[src/rtl/mdio_pkg.sv]
package mdio_pkg;
  localparam int unsigned ADDR_W = 5;
  localparam int unsigned DATA_W = 16;
  typedef logic [ADDR_W-1:0] mdio_addr_t;
  typedef logic [DATA_W-1:0] mdio_data_t;
endpackage

[src/rtl/mdio_half_timer.sv]
module mdio_half_timer #(
  parameter int unsigned HALF_DIV = 4
) (
  input  logic clk_i,
  input  logic rst_ni,
  input  logic run_i,
  output logic tick_o
);
  localparam int unsigned CNT_W = (HALF_DIV > 1) ? $clog2(HALF_DIV) : 1;
  localparam logic [CNT_W-1:0] CNT_MAX = CNT_W'(HALF_DIV - 1);

  logic [CNT_W-1:0] cnt_q;

  assign tick_o = run_i && (cnt_q == CNT_MAX);

  always_ff @(posedge clk_i or negedge rst_ni) begin
    if (!rst_ni)                cnt_q <= '0;
    else if (!run_i || tick_o)  cnt_q <= '0;
    else                        cnt_q <= cnt_q + 1'b1;
  end
endmodule

[src/rtl/mdio_rx_shift.sv]
module mdio_rx_shift #(
  parameter int unsigned WIDTH = 16
) (
  input  logic             clk_i,
  input  logic             rst_ni,
  input  logic             en_i,
  input  logic             bit_i,
  output logic [WIDTH-1:0] data_o
);
  always_ff @(posedge clk_i or negedge rst_ni) begin
    if (!rst_ni)   data_o <= '0;
    else if (en_i) data_o <= {data_o[WIDTH-2:0], bit_i};
  end
endmodule

[src/rtl/mdio_master.sv]
module mdio_master
  import mdio_pkg::*;
#(
  parameter int unsigned HALF_DIV = 4,
  parameter int unsigned PRE_LEN  = 40
) (
  input  logic       clk_i,
  input  logic       rst_ni,
  input  logic       start_i,
  input  logic       rd_i,
  input  mdio_addr_t phy_addr_i,
  input  mdio_addr_t reg_addr_i,
  input  mdio_data_t wdata_i,
  output mdio_data_t rdata_o,
  output logic       busy_o,
  output logic       done_o,
  output logic       mdc_o,
  output logic       mdio_o,
  output logic       mdio_oe_o,
  input  logic       mdio_i
);
  // frame layout in MDC cycles
  localparam int unsigned HDR_LEN  = PRE_LEN + 4 + 2 * ADDR_W;
  localparam int unsigned WR_DRV   = HDR_LEN + 2 + DATA_W;
  localparam int unsigned RD_SLOTS = HDR_LEN + 1 + DATA_W + 1;
  localparam int unsigned WR_SLOTS = WR_DRV + 1;
  localparam int unsigned SLOT_W   = $clog2(WR_SLOTS + 1);
  localparam int unsigned RD_FIRST = HDR_LEN + 1;
  localparam int unsigned RD_LAST  = HDR_LEN + DATA_W;

  logic              busy_q, done_q, high_q, rd_q;
  logic [SLOT_W-1:0] slot_q;
  logic [WR_DRV-1:0] frame_q;
  logic              tick;
  logic              smp_en;
  logic [SLOT_W-1:0] last_slot, drv_end;

  mdio_half_timer #(.HALF_DIV(HALF_DIV)) u_timer (
    .clk_i  (clk_i),
    .rst_ni (rst_ni),
    .run_i  (busy_q),
    .tick_o (tick)
  );

  assign last_slot = rd_q ? SLOT_W'(RD_SLOTS - 1) : SLOT_W'(WR_SLOTS - 1);
  assign drv_end   = rd_q ? SLOT_W'(HDR_LEN)      : SLOT_W'(WR_DRV);

  // sample on the edge that raises MDC
  assign smp_en = tick && !high_q && rd_q &&
                  (slot_q >= SLOT_W'(RD_FIRST)) && (slot_q <= SLOT_W'(RD_LAST));

  mdio_rx_shift #(.WIDTH(DATA_W)) u_rx (
    .clk_i  (clk_i),
    .rst_ni (rst_ni),
    .en_i   (smp_en),
    .bit_i  (mdio_i),
    .data_o (rdata_o)
  );

  always_ff @(posedge clk_i or negedge rst_ni) begin
    if (!rst_ni) begin
      busy_q  <= 1'b0;
      done_q  <= 1'b0;
      high_q  <= 1'b0;
      rd_q    <= 1'b0;
      slot_q  <= '0;
      frame_q <= '0;
    end else begin
      done_q <= 1'b0;
      if (!busy_q) begin
        if (start_i) begin
          busy_q  <= 1'b1;
          high_q  <= 1'b0;
          slot_q  <= '0;
          rd_q    <= rd_i;
          frame_q <= {{PRE_LEN{1'b1}}, 2'b01, rd_i, !rd_i,
                      phy_addr_i, reg_addr_i, 2'b10, wdata_i};
        end
      end else if (tick) begin
        if (!high_q) begin
          high_q <= 1'b1;
        end else begin
          high_q  <= 1'b0;
          frame_q <= frame_q << 1;
          if (slot_q == last_slot) begin
            busy_q <= 1'b0;
            done_q <= 1'b1;
          end else begin
            slot_q <= slot_q + 1'b1;
          end
        end
      end
    end
  end

  assign busy_o    = busy_q;
  assign done_o    = done_q;
  assign mdc_o     = busy_q && high_q;
  assign mdio_oe_o = busy_q && (slot_q < drv_end);
  assign mdio_o    = mdio_oe_o && frame_q[WR_DRV-1];
endmodule

[config.mk]
export PLATFORM = sky130hd
export DESIGN_NAME = mdio_master
export DESIGN_NICKNAME = d
export VERILOG_FILES = /design/src/rtl/mdio_pkg.sv /design/src/rtl/mdio_half_timer.sv /design/src/rtl/mdio_rx_shift.sv /design/src/rtl/mdio_master.sv
export SDC_FILE = /design/constraint.sdc
export NUM_CORES = 1
export LEC_CHECK = 0
export BUFFER_PORTS_ARGS = -buffer_cell sky130_fd_sc_hd__buf_2
export CORE_UTILIZATION = 25
export CTS_CLUSTER_SIZE = 30
export DETAILED_ROUTE_END_ITERATION = 10
export GPL_TIMING_DRIVEN = 0
export PLACE_DENSITY = 0.45
export SLEW_MARGIN = 20
export SYNTH_ARGS = -nofsm -noshare
export SYNTH_HDL_FRONTEND = slang
export SYNTH_SLANG_ARGS = --single-unit
[constraint.sdc]
create_clock -name clk_i -period 2.5 [get_ports clk_i]
set_input_delay 0.125 -clock clk_i [delete_from_list [all_inputs] [get_ports clk_i]]
set_output_delay 0.125 -clock clk_i [all_outputs]
set_load 0.005 [all_outputs]
Yosys cells after proc, flatten, opt, wreduce, memory -nomap -nowiden
Cells that the tools add are included.

Add/subtract/negate cells: 2. Multipliers: 0. Div/mod/pow operators: 0. $lt $le $gt $ge: 3. Eq/ne operators: 5. Shift-type cells: 0. Muxes and demuxes: 25. Bitwise logic cells: 1. Reductions and logical operators: 17.

Operators by type and width (count): $mux W72 (4); $mux W7 (6); $mux W1 (13); $logic_and A1 B1 Y1 (8); $add A7 B1 Y7 const B (1); $eq A7 B7 Y1 (1); $ge A7 B6 Y1 const B (1); $le A7 B7 Y1 const B (1); $lt A7 B7 Y1 (1); $mux W4 (1); $ne A2 B1 Y1 const B (2); $reduce_and A2 Y1 (2); $reduce_and A4 Y1 (1); $logic_not A1 Y1 (3); $reduce_and A3 Y1 (1); $add A2 B1 Y2 const B (1); $eq A2 B2 Y1 const B (1); $mux W2 (1); $ne A2 B2 Y1 const B (1); $reduce_bool A2 Y1 (1); $logic_or A1 B1 Y1 (1); $not A1 Y1 (1).

Register bits after elaboration: 101. Latch bits: 0. Memory bits (writable): 0. Memory bits (read-only): 0. Input port bits: 31. Output and inout bits: 21. Word-level logic and storage cells: 61. Memories kept: 0.

Longest topological paths before layout
Gate-level depths: netlist (run 1).

Depth in word-level cells: 6. Mapped depth: 8. Mapped depth without buffers: 6.

By module
A second synthesis (run 1) with hierarchy kept.

Cell total of the unflattened synthesis: 433. Area, all modules: 4476.8 um2.

By module, submodules not included: mdio_master (instances 1, cells each 393, area each 3736.1 um2, sequential area each 2077.0 um2); mdio_rx_shift (instances 1, cells each 34, area each 649.4 um2, sequential area each 400.4 um2); mdio_half_timer (instances 1, cells each 6, area each 91.3 um2, sequential area each 50.0 um2).

Worst setup path before layout (run 1)
OpenSTA, ideal clock, no wires.

Path kind: reg-to-reg. Start: register slot_q[0]. End: register u_rx.data_o[0]. Library setup time: 0.125 ns. Data arrival time: 1.791 ns. Required time: 2.375 ns. Slack: 0.584 ns. Stages on the path, launching flop included: 7. Path buffers: 1. Clock period less this slack: 1.916 ns. Path through: dfrtp_1 -> ha_1 -> a211oi_1 -> nor4_2 -> o21ai_2 -> buf_8 -> mux2_4.

Longest elaborated chain between the ends: 3. Elaborated cells between the ends (all ways): 4. Classes of those cells: 2 x order compare; 2 x reduce/logical.

RTL lines: from (decl) (RTL line mdio_master.sv:32) `logic [SLOT_W-1:0] slot_q;`; from (signal assigned) (RTL line mdio_master.sv:89) `slot_q <= slot_q + 1'b1;`; $ge A7 B6 Y1 (RTL line mdio_master.sv:50) `(slot_q >= SLOT_W'(RD_FIRST)) && (slot_q <= SLOT_W'(RD_LAST));`; $logic_and A1 B1 Y1 (RTL line mdio_master.sv:49) `assign smp_en = tick && !high_q && rd_q &&`; $logic_and A1 B1 Y1 * (RTL line mdio_master.sv:50); to (signal assigned) (RTL line mdio_rx_shift.sv:12) `else if (en_i) data_o <= {data_o[WIDTH-2:0], bit_i};`; to (decl) (RTL line mdio_rx_shift.sv:8) `output logic [WIDTH-1:0] data_o`.

Every way passes the cells marked *; elsewhere a longest branch is shown, timed or not. A chain may end at the register's enable or synchronous reset.

Worst setup path in the final report (run 1)
Start: register slot_q[0]. End: register u_rx.data_o[14].

Same word-level chain as after synthesis.

==> metrics.md, run 1 <==
| Metric | Value |
|---|---|
| Status | `finished clean` |
| Mapped Avg Cell Area | `10.2 um^2` |
| Worst setup margin | `272 ps` |
| Largest net degree at the start of global routing | `67` |
| Vias in the first global route | `3227` |
| Crit Path Class | `flip-flop to flip-flop` |
| Post-synth net total | `480` |
| First-pass GRT wire length | `16.1 mm` |
| RSZ-0062 raised after global routing | `false` |
| Switching Fraction | `0.324` |
| Worst-Margin Slew | `715 ps` |
| Setup Viol. Count Final | `0` |
| Part of the power in registers | `0.461` |
| Register bit total from synthesis | `101` |
| DRC | `0` |
| CTS clk-pin slew, worst paths | `70 ps` |
| Layout area overhead | `20.3%` |
| Fin. Hold Viols | `0` |
| Number of fill cells | `1792` |
| I/O Buffers | `51` |
| Max-cap viol count | `0` |
| Initial antenna violation count | `0` |
| DRT Pass-1 Iters | `4` |
| Post-route ant nets | `0` |
| Vias per cell | `4.41` |
| Comb pwr share | `0.255` |
| # clock sinks | `101` |
| Core ar. | `0.0175 mm^2` |
| Drt first-iter violations | `158` |
| Critical R2R Launch | `slot_q[0]` |
| CTS tree | `built` |
| H-tree Lvls | `3` |
| Startpoint types | `flip-flop` |
| Initial core utilization | `0.258` |
| Rows | `48` |
| Root Driver | `clkbuf_16` |
| Hold Crit Class | `input pin to flip-flop` |
| Dpl ws | `258 ps` |
| Diode count | `0` |
| Largest cells by area after synthesis | `dfrtp_1, nand2_1, mux2i_1` |
| Synth unique cells | `41` |
| Crit path time final | `2230 ps` |
| Share of post-route cells with drive strength above 1 | `0.184` |
| Setup crit end kind | `flip-flop` |
| Grt ovf | `0` |
| Critical path fanouts, max | `10` |
| Final wirelength | `9.50 mm` |
| GPL Wtd Cong | `0.711` |
| Clock network fraction of total power | `0.284` |
| Worst Path Required | `2730 ps` |
| CTS resizes | `0` |
| Gr usage total | `0.110` |
| Fin crit share | `0.891` |
| LEAKAGE | `2.83 nW` |
| End of the worst register-to-register path | `u_rx.data_o[14]` |
| Final nets | `545` |
| Register area share after synthesis | `0.561` |
| Setup crit start | `slot_q[0]` |
| Post-DP HPWL | `6.45 mm` |
| Top-area cell type share of the netlist area | `0.561` |
| Die Y | `136 um` |
| Crit path capture | `u_rx.data_o[14]` |
| Internal cell power | `3.59 mW` |
| DIE AREA | `0.0186 mm^2` |
| Clock skew | `8.89 ps` |
| Per-cell routed wire length | `12.9 um` |
| Power Density | `980 mW/mm^2` |
| Post-cts hold buffer count | `2` |
| CTS Buffer Depth | `2` |
| Maximum clock rate | `0.449 GHz` |
| Worst-skew pair later-pin latency | `340 ps` |
| Worst Reg2Reg Path Length in Cells | `6` |
| Dominant cell type by area after synthesis | `dfrtp_1` |
| Crit path DAT | `2460 ps` |
| CTS Buf Count | `9` |
| Mapped Cells | `440` |
| Io pins | `52` |
| Post-CTS Setup Repair Bufs | `0` |
| Detailed-route via count | `3244` |
| Mapped cell area | `0.00451 mm^2` |
| Die width | `136 um` |
| Max-slew violations | `0` |
| Slew HR | `0.523` |
| Setup TNS | `0 ps` |
| Worst vdd ir | `355 uV` |
| Psw | `1.72 mW` |
| Synth warn | `0` |
| R2r setup slk | `270 ps` |
==> worst min-delay path by stage <==
stage | endpoint | slack [ps] | startpoint | depth (start not counted)
after floorplan | busy_o | -170 | rst_ni | 0
after CTS | rd_q | 10 | rd_i | 3
final | rd_q | 30 | rd_i | 3
after global placement | u_rx.data_o[0] | 360 | mdio_i | 2
after global routing | rd_q | 10 | rd_i | 3
after detailed placement | frame_q[10] | 50 | rst_ni | 1
==> layout make-up <==
cell class	instances	area, um^2	area share
Inverter	3	11.3	0.00208
Buffer	28	134	0.0247
Timing Repair Buffer	54	309	0.0570
Clock inverter	7	97.6	0.0180
Clock buffer	9	225	0.0416
Tap cell	225	282	0.0520
Multi-Input combinational cell	308	1830	0.338
Sequential cell	101	2530	0.466
==> cell families after synthesis <==
group	after synthesis	synth area share
AOI/OAI and AO/OA	87	0.104
xor gates and xnor gates	2	0.00389
adders and majority gates	9	0.0250
buffers and inverters	31	0.0322
DFF	101	0.561
muxes	46	0.116
and+or+nand+nor	164	0.158
==> power groups by stage <==
| stage | registers, mW | logic (mW) | clock network (mW) |
|---|---|---|---|
| after floorplan | 2.39 | 1.02 | 0 |
| after global placement | 2.46 | 1.32 | 0 |
| after detailed placement | 2.48 | 1.38 | 0 |
| after CTS | 2.45 | 1.38 | 1.57 |
| after global routing | 2.51 | 1.57 | 1.63 |
| final | 2.45 | 1.36 | 1.51 |
==> registers in the layout, indices dropped and copies added (netlist names) <==
register,count
busy_o,1
rd_q,1
done_o,1
slot_q,7
u_timer.cnt_q,2
high_q,1
u_rx.data_o,16
frame_q,72
==> synth_stat cells, drive strengths merged <==
library cell	instances
clkbuf	16
buf	12
and3b	2
nor2	8
a21oi	5
mux2	18
dfrtp	101
a211o	2
nand2	128
nand4b	1
mux2i	28
nor3b	4
and3	4
nor2b	2
nand3	6
inv	3
nand2b	2
a2111oi	1
o211ai	1
and2	2
xnor2	1
a211oi	1
a22o	2
ha	9
nor4	1
o41ai	1
o21ai	73
nand3b	2
xor2	1
nor4b	1
o21a	1
nor3	1
==> per-stage QoR <==
| step | cells | power [mW] | area (um^2) | hold slack (ps) | utilization |
|---|---|---|---|---|---|
| after floorplan | 440 | 3.41 | 4510 | -171 | - |
| after global routing | 735 | 5.72 | 5420 | 14.4 | 0.310 |
| final | 735 | 5.31 | 5420 | 31.0 | 0.310 |
| after CTS | 735 | 5.40 | 5420 | 12.5 | 0.310 |
| after global placement | 716 | 3.78 | 5040 | 361 | 0.289 |
| after detailed placement | 717 | 3.85 | 5080 | 46.5 | 0.290 |
==> per-layer routing <==
metal	track usage	vias up	wire (um)
met5	0	-	0
li1	-	1621	-
met1	0.149	1559	4630
met4	0.0444	0	65
met2	0.171	60	4380
met3	0.0246	4	419
==> placed cells by master, fill, tap and decap left out, drive strengths merged, types with 2 or more instances in the layout <==
cell type | Yosys | final
a211o | 2 | 2
nand2 | 128 | 128
and3b | 2 | 2
dfrtp | 101 | 101
mux2 | 18 | 18
and3 | 4 | 4
nor2 | 8 | 8
o21ai | 73 | 73
a21oi | 5 | 5
clkbuf | 16 | 25
bufinv | 0 | 2
dlygate4sd3 | 0 | 2
buf | 12 | 64
nor2b | 2 | 2
nand2b | 2 | 2
and2 | 2 | 2
inv | 3 | 5
nor3b | 4 | 4
clkinv | 0 | 2
a22o | 2 | 2
nand3 | 6 | 6
nand3b | 2 | 2
mux2i | 28 | 28
ha | 9 | 9
==> critical path, stage by stage, from the launching register on <==
cell,delay [ps]
dfrtp_1,460
ha_1,280
a211oi_1,300
nor4_2,80
o21ai_2,450
buf_8,230
mux2_4,310
No activity file was read; power rests on OpenSTA's default activity.
==> inputs of run 2 (changes only) <==
--- a/config.mk
+++ b/config.mk
@@ -9,8 +9,10 @@
 export CORE_UTILIZATION = 25
 export CTS_CLUSTER_SIZE = 30
 export DETAILED_ROUTE_END_ITERATION = 10
+export GPL_ROUTABILITY_DRIVEN = 0
 export GPL_TIMING_DRIVEN = 0
 export PLACE_DENSITY = 0.45
+export REMOVE_ABC_BUFFERS = 1
 export SLEW_MARGIN = 20
 export SYNTH_ARGS = -nofsm -noshare
 export SYNTH_HDL_FRONTEND = slang
==> run 2 against run 1 <==
Net effect: non-clock buffer count down 23; critical path depth up 2; routed wire length down 8.0%; clock-buffer cell count up 1; combinational power about the same; fmax down 5.9%; highest routed layer unchanged; critical path type unchanged; sequential share of layout area down 0.13 points; utilization up 0.14 points; power down 0.78%; via count down 3.3%; register-to-register slack worse by 140 ps; largest power group unchanged.
==> metrics.md, run 2 (synthesis gave the netlist of run 1 again) <==
| Metric | Value |
|---|---|
| Rows | `48 (unchanged)` |
| Fin crit share | `0.947 (was 0.891)` |
| Io pins | `52 (unchanged)` |
| Number of fill cells | `1771 (was 1792)` |
| Hold Crit Class | `input pin to flip-flop (unchanged)` |
| Max FFs per register | `72 (unchanged)` |
| Max-slew violations | `0 (unchanged)` |
| Internal cell power | `3.59 mW (about the same)` |
| Most frequent cells in the layout | `nand2_1, dfrtp_1, o21ai_0, buf_2, mux2i_1 (was nand2_1, dfrtp_1, buf_2, o21ai_0, mux2i_1)` |
| Maximum clock rate | `0.422 GHz (was 0.449 GHz)` |
| Hold path startpoint | `mdio_i (was rd_i)` |
| Critical R2R Launch | `busy_o (was slot_q[0])` |
| Crit path time final | `2370 ps (was 2230 ps)` |
| Post-route ant nets | `0 (unchanged)` |
| Worst Path Required | `2760 ps (was 2730 ps)` |
| Post-DP HPWL | `5.98 mm (was 6.45 mm)` |
| Clock network fraction of total power | `0.271 (was 0.284)` |
| Setup crit start | `busy_o (was slot_q[0])` |
| Worst path slowest cell | `dfrtp_4 (was dfrtp_1)` |
| DIE AREA | `0.0186 mm^2 (unchanged)` |
| Clock skew | `8.97 ps (was 8.89 ps)` |
| Psw | `1.68 mW (was 1.72 mW)` |
| Area of the multi-input gates | `0.00186 mm^2 (was 0.00183 mm^2)` |
| Largest registers | `frame_q: 72 flops, u_rx.data_o: 16 flops, slot_q: 7 flops (unchanged)` |
| Commonest non-fill, non-tap cell in the layout | `nand2_1 (unchanged)` |
| Switching Fraction | `0.319 (was 0.324)` |
| Worst-path cell chain | `buf_12 -> and3_2 -> buf_12 -> nor2_4 -> buf_16 -> buf_16 -> nand2_1 -> o21ai_0 (was ha_1 -> a211oi_1 -> nor4_2 -> o21ai_2 -> buf_8 -> mux2_4)` |
| Core ar. | `0.0175 mm^2 (unchanged)` |
| Max-cap viol count | `0 (unchanged)` |
| Worst-Margin Slew | `692 ps (was 715 ps)` |
| Diode count | `0 (unchanged)` |
| First-pass GRT wire length | `14.9 mm (was 16.1 mm)` |
| Die Y | `136 um (unchanged)` |
| Register area | `0.00253 mm^2 (about the same)` |
| Setup crit end kind | `flip-flop (unchanged)` |
| Pwr Total | `5.27 mW (was 5.31 mW)` |
| CTS clk-pin slew, worst paths | `70 ps (about the same)` |
| CTS Buffer Depth | `2 (unchanged)` |
| CTS Buf Count | `9 (unchanged)` |
| Share of post-route cells with drive strength above 1 | `0.193 (was 0.184)` |
| Crit path DAT | `2620 ps (was 2460 ps)` |
| Post-CTS Setup Repair Bufs | `0 (unchanged)` |
| Gr usage total | `0.100 (was 0.110)` |
| Worst-skew pair later-pin latency | `340 ps (about the same)` |
| Layout area overhead | `20.8% (was 20.3%)` |
| Part of the power in registers | `0.464 (was 0.461)` |
| Crit Path Class | `flip-flop to flip-flop (unchanged)` |
| Critical path fanouts, max | `28 (was 10)` |
| H-tree Lvls | `3 (unchanged)` |
| Crit path max-delay family | `buffers and inverters (was compound AO/OA/AOI/OAI gates)` |
| DRC | `0 (unchanged)` |
| # clock sinks | `101 (unchanged)` |
| Drt first-iter violations | `129 (was 158)` |
| Crit path largest cell delay | `620 ps (was 460 ps)` |
| Initial antenna violation count | `0 (unchanged)` |
| RSZ-0062 raised after global routing | `false (unchanged)` |
| Grt ovf | `0 (unchanged)` |
| Status | `finished clean (unchanged)` |
| Vias in the first global route | `3054 (was 3227)` |
| Setup Viol. Count Final | `0 (unchanged)` |
| Startpoint types | `flip-flop (unchanged)` |
| Initial core utilization | `0.258 (unchanged)` |
| Biggest register | `frame_q (unchanged)` |
| Post-layout util | `0.311 (was 0.310)` |
| Final wirelength | `8.74 mm (was 9.50 mm)` |
| Power Density | `968 mW/mm^2 (was 980 mW/mm^2)` |
| Detailed-route via count | `3136 (was 3244)` |
| Die width | `136 um (unchanged)` |
| Final nets | `522 (was 545)` |
| Fin. Hold Viols | `0 (unchanged)` |
| LEAKAGE | `2.83 nW (about the same)` |
| CTS tree | `built (unchanged)` |
| Comb pwr share | `0.264 (was 0.255)` |
| DRT Pass-1 Iters | `4 (unchanged)` |
| Root Driver | `clkbuf_16 (unchanged)` |
| Final hold slack | `14.8 ps (was 31.0 ps)` |
| Worst vdd ir | `432 uV (was 355 uV)` |
| Buffers & Inverters on Critical Path | `4 (was 1)` |
| Per-cell routed wire length | `12.3 um (was 12.9 um)` |
| Slew HR | `0.537 (was 0.523)` |
| I/O Buffers | `51 (unchanged)` |
| Largest net degree at the start of global routing | `58 (was 67)` |
| Vias per cell | `4.40 (was 4.41)` |
[run 2: changes by cell type in the layout (fill, tap and decap cells not counted), moves of 2 or more]
cell / change
buf_2: -8
clkinv_4: +2
clkbuf_1: -16
buf_1: -2
buf_16: +4
buf_12: +2
[run 2: area by class of cell]
cell class,instances,area share
Clock buffer,10,0.0439
Clock inverter,6,0.0131
Inverter,3,0.00207
Multi-Input combinational cell,308,0.342
Sequential cell,101,0.465
Tap cell,225,0.0517
Timing Repair Buffer,59,0.0825
[run 2: worst paths after layout]
kind	slack, ps	to	depth (start not counted)
worst max-delay path	130	frame_q[5]	8
worst min-delay path	10	u_rx.data_o[0]	2
worst max register to register	130	frame_q[5]	8
worst min register to register	440	u_timer.cnt_q[0]	1
max in group asynchronous	1570	busy_o	3
min in group asynchronous	310	u_rx.data_o[3]	2
[run 2: metrics by stage]
stage	cells	TNS [ps]	instance area, um^2	setup WS [ps]
after global placement	688	-182690	4910	-3040
after global routing	712	0	5440	0.447
after CTS	712	0	5440	24.6
after detailed placement	695	0	5110	2.29
final	712	0	5440	132
after floorplan	412	-57660	4370	-1340
[run 2: what timing repair did]
action / in CTS / in global routing
hold buffers: 1 / 0
gates cloned: 0 / 0
endpoints found under the setup margin: 1 / 22
pin swaps: 0 / 1
hold endpoints to repair: 56 / 0
resized for setup: 1 / 1
[run 2: power by group through the flow]
stage                     Sequential, mW  Clock (mW)  Combinational [mW]
after floorplan                     2.39           0               0.954
after global placement              2.46           0                1.22
after detailed placement            2.47           0                1.42
after CTS                           2.45        1.49                1.42
after global routing                2.52        1.55                1.60
final                               2.45        1.43                1.39
[run 2: routing by layer]
metal | track usage | vias to the layer above | wire length (um)
met1 | 0.122 | 1509 | 3980
met4 | 0.0352 | 0 | 94
met2 | 0.169 | 52 | 4280
li1 | - | 1569 | -
met5 | 0 | - | 0
met3 | 0.0272 | 6 | 383
==> inputs of run 3 (changes only) <==
--- a/config.mk
+++ b/config.mk
@@ -13,6 +13,7 @@
 export GPL_TIMING_DRIVEN = 0
 export PLACE_DENSITY = 0.45
 export REMOVE_ABC_BUFFERS = 1
+export SETUP_SLACK_MARGIN = 0.2
 export SLEW_MARGIN = 20
 export SYNTH_ARGS = -nofsm -noshare
 export SYNTH_HDL_FRONTEND = slang
==> run 3 against run 2 <==
Net effect: clock power hardly changed; clock-buffer cell count is the same; die area is the same; critical path depth down 3; critical endpoint is now u_rx.data_o[8].
==> metrics.md, run 3 (synthesis gave the netlist of run 1 again) <==
| Metric | Value |
|---|---|
| Status | `finished clean (unchanged)` |
| Critical path fanouts, max | `16 (was 28)` |
| Setup crit end kind | `flip-flop (unchanged)` |
| Fin. Hold Viols | `0 (unchanged)` |
| Grt ovf | `0 (unchanged)` |
| DIE AREA | `0.0186 mm^2 (unchanged)` |
| Hold path startpoint | `mdio_i (unchanged)` |
| Worst Path Required | `2730 ps (was 2760 ps)` |
| Crit Path Class | `flip-flop to flip-flop (unchanged)` |
| CTS clk-pin slew, worst paths | `70 ps (about the same)` |
| CTS Buf Count | `9 (unchanged)` |
| Detailed-route via count | `3166 (was 3136)` |
| First-pass GRT wire length | `14.9 mm (about the same)` |
| Vias per cell | `4.41 (was 4.40)` |
| Clock skew | `9.00 ps (was 8.97 ps)` |
| Diode count | `0 (unchanged)` |
| Share of post-route cells with drive strength above 1 | `0.205 (was 0.193)` |
| Setup TNS | `0 ps (unchanged)` |
| Met2 Usage GRT | `0.170 (was 0.169)` |
| Largest net degree at the start of global routing | `58 (unchanged)` |
| Layout area overhead | `22.5% (was 20.8%)` |
| Max-slew violations | `0 (unchanged)` |
| Part of the power in registers | `0.459 (was 0.464)` |
| RSZ-0062 raised after global routing | `false (unchanged)` |
| Biggest register | `frame_q (unchanged)` |
| Final nets | `528 (was 522)` |
| Post-layout util | `0.316 (was 0.311)` |
| Register area | `0.00253 mm^2 (unchanged)` |
| DRT Pass-1 Iters | `4 (unchanged)` |
| Crit path DAT | `2390 ps (was 2620 ps)` |
| Worst vdd ir | `434 uV (was 432 uV)` |
| Gr usage total | `0.100 (about the same)` |
| Largest registers | `frame_q: 72 flops, u_rx.data_o: 16 flops, slot_q: 7 flops (unchanged)` |
| Maximum clock rate | `0.462 GHz (was 0.422 GHz)` |
| Startpoint types | `flip-flop (unchanged)` |
| Area of the multi-input gates | `0.00188 mm^2 (was 0.00186 mm^2)` |
| Commonest non-fill, non-tap cell in the layout | `nand2_1 (unchanged)` |
| Critical R2R Launch | `slot_q[0] (was busy_o)` |
| Switching Fraction | `0.319 (about the same)` |
| Initial core utilization | `0.258 (unchanged)` |
| Power Density | `968 mW/mm^2 (about the same)` |
| Initial antenna violation count | `0 (unchanged)` |
| Slew HR | `0.539 (was 0.537)` |
| Post-route insts no fill | `718 (was 712)` |
| Post-DP HPWL | `5.98 mm (unchanged)` |
| Global routing's busiest layer | `met2 (unchanged)` |
| Crit path time final | `2170 ps (was 2370 ps)` |
| Post-route ant nets | `0 (unchanged)` |
| Met3 Resource Use GR | `0.0272 (unchanged)` |
| Setup Viol. Count Final | `0 (unchanged)` |
| Die Y | `136 um (unchanged)` |
| Hold Crit Class | `input pin to flip-flop (unchanged)` |
| CTS Buffer Depth | `2 (unchanged)` |
| Io pins | `52 (unchanged)` |
| Core ar. | `0.0175 mm^2 (unchanged)` |
| I/O Buffers | `51 (unchanged)` |
| Final wirelength | `9.01 mm (was 8.74 mm)` |
| CTS tree | `built (unchanged)` |
| H-tree Lvls | `3 (unchanged)` |
| Worst-Margin Slew | `690 ps (was 692 ps)` |
| Final hold slack | `14.8 ps (about the same)` |
| DRC | `0 (unchanged)` |
| Root Driver | `clkbuf_16 (unchanged)` |
| Internal cell power | `3.64 mW (was 3.59 mW)` |
| # clock sinks | `101 (unchanged)` |
| Psw | `1.70 mW (was 1.68 mW)` |
| Comb pwr share | `0.273 (was 0.264)` |
| Clock network fraction of total power | `0.268 (was 0.271)` |
| Per-cell routed wire length | `12.5 um (was 12.3 um)` |
| GRT met1 Usage | `0.121 (was 0.122)` |
| LEAKAGE | `2.87 nW (was 2.83 nW)` |
| Die width | `136 um (unchanged)` |
| Max FFs per register | `72 (unchanged)` |
| Rows | `48 (unchanged)` |
| Fin crit share | `0.866 (was 0.947)` |
| Max-cap viol count | `0 (unchanged)` |
| Placed cells | `695 (unchanged)` |
| Number of fill cells | `1766 (was 1771)` |
| Setup crit start | `slot_q[0] (was busy_o)` |
| Most frequent cells in the layout | `nand2_1, dfrtp_1, o21ai_0, buf_2, mux2i_1 (unchanged)` |
| Worst-skew pair later-pin latency | `340 ps (about the same)` |
| Drt first-iter violations | `117 (was 129)` |
| Vias in the first global route | `3078 (was 3054)` |
-- run 3: layout make-up --
type,instances,area share
Tap cell,225,0.0510
Sequential cell,101,0.458
Multi-Input combinational cell,309,0.341
Clock buffer,10,0.0433
Clock inverter,6,0.0129
Inverter,3,0.00204
Timing Repair Buffer,64,0.0911
-- run 3: metal layers --
metal | wire (um) | vias up
li1 | - | 1583
met1 | 4130 | 1528
met2 | 4390 | 49
met3 | 399 | 6
met4 | 94 | 0
met5 | 0 | -
-- run 3: power by group through the flow --
stage / sequential, mW / combinational [mW] / clock, mW
floorplan: 2.39 / 0.954 / 0
global placement: 2.46 / 1.22 / 0
detailed placement: 2.47 / 1.42 / 0
CTS: 2.45 / 1.48 / 1.49
global route: 2.52 / 1.67 / 1.55
finish: 2.45 / 1.46 / 1.43
-- run 3: worst max-delay path, cell delays in order (launching register included) --
cell and delay (ps):
dfrtp_1 450, ha_1 280, a211oi_1 270, nor4_2 90
o21ai_4 580, mux2_1 380
-- run 3: what timing repair did --
action / 4_1_cts / 5_1_grt
resized for setup: 3 / 2
gates cloned: 0 / 1
pin swaps: 1 / 0
setup buffers: 4 / 1
setup endpoints to repair: 36 / 3
hold buffers: 1 / 0
hold endpoints to repair: 56 / 0
-- run 3: per-stage QoR --
stage                     power (mW)  setup slack (ps)  instance area [um^2]
final                           5.35               335                  5520
after detailed placement        3.89              2.29                  5110
after CTS                       5.42               300                  5490
after global placement          3.68             -3040                  4910
after global routing            5.74               211                  5520
after floorplan                 3.35             -1340                  4370
-- run 3: worst paths after layout --
check | end | slack (ps) | depth (start not counted)
max | u_rx.data_o[8] | 330 | 5
min | u_rx.data_o[0] | 10 | 2
max reg2reg | u_rx.data_o[8] | 330 | 5
min reg2reg | u_timer.cnt_q[0] | 430 | 1
max in group asynchronous | busy_o | 1560 | 3
min in group asynchronous | u_rx.data_o[3] | 310 | 2
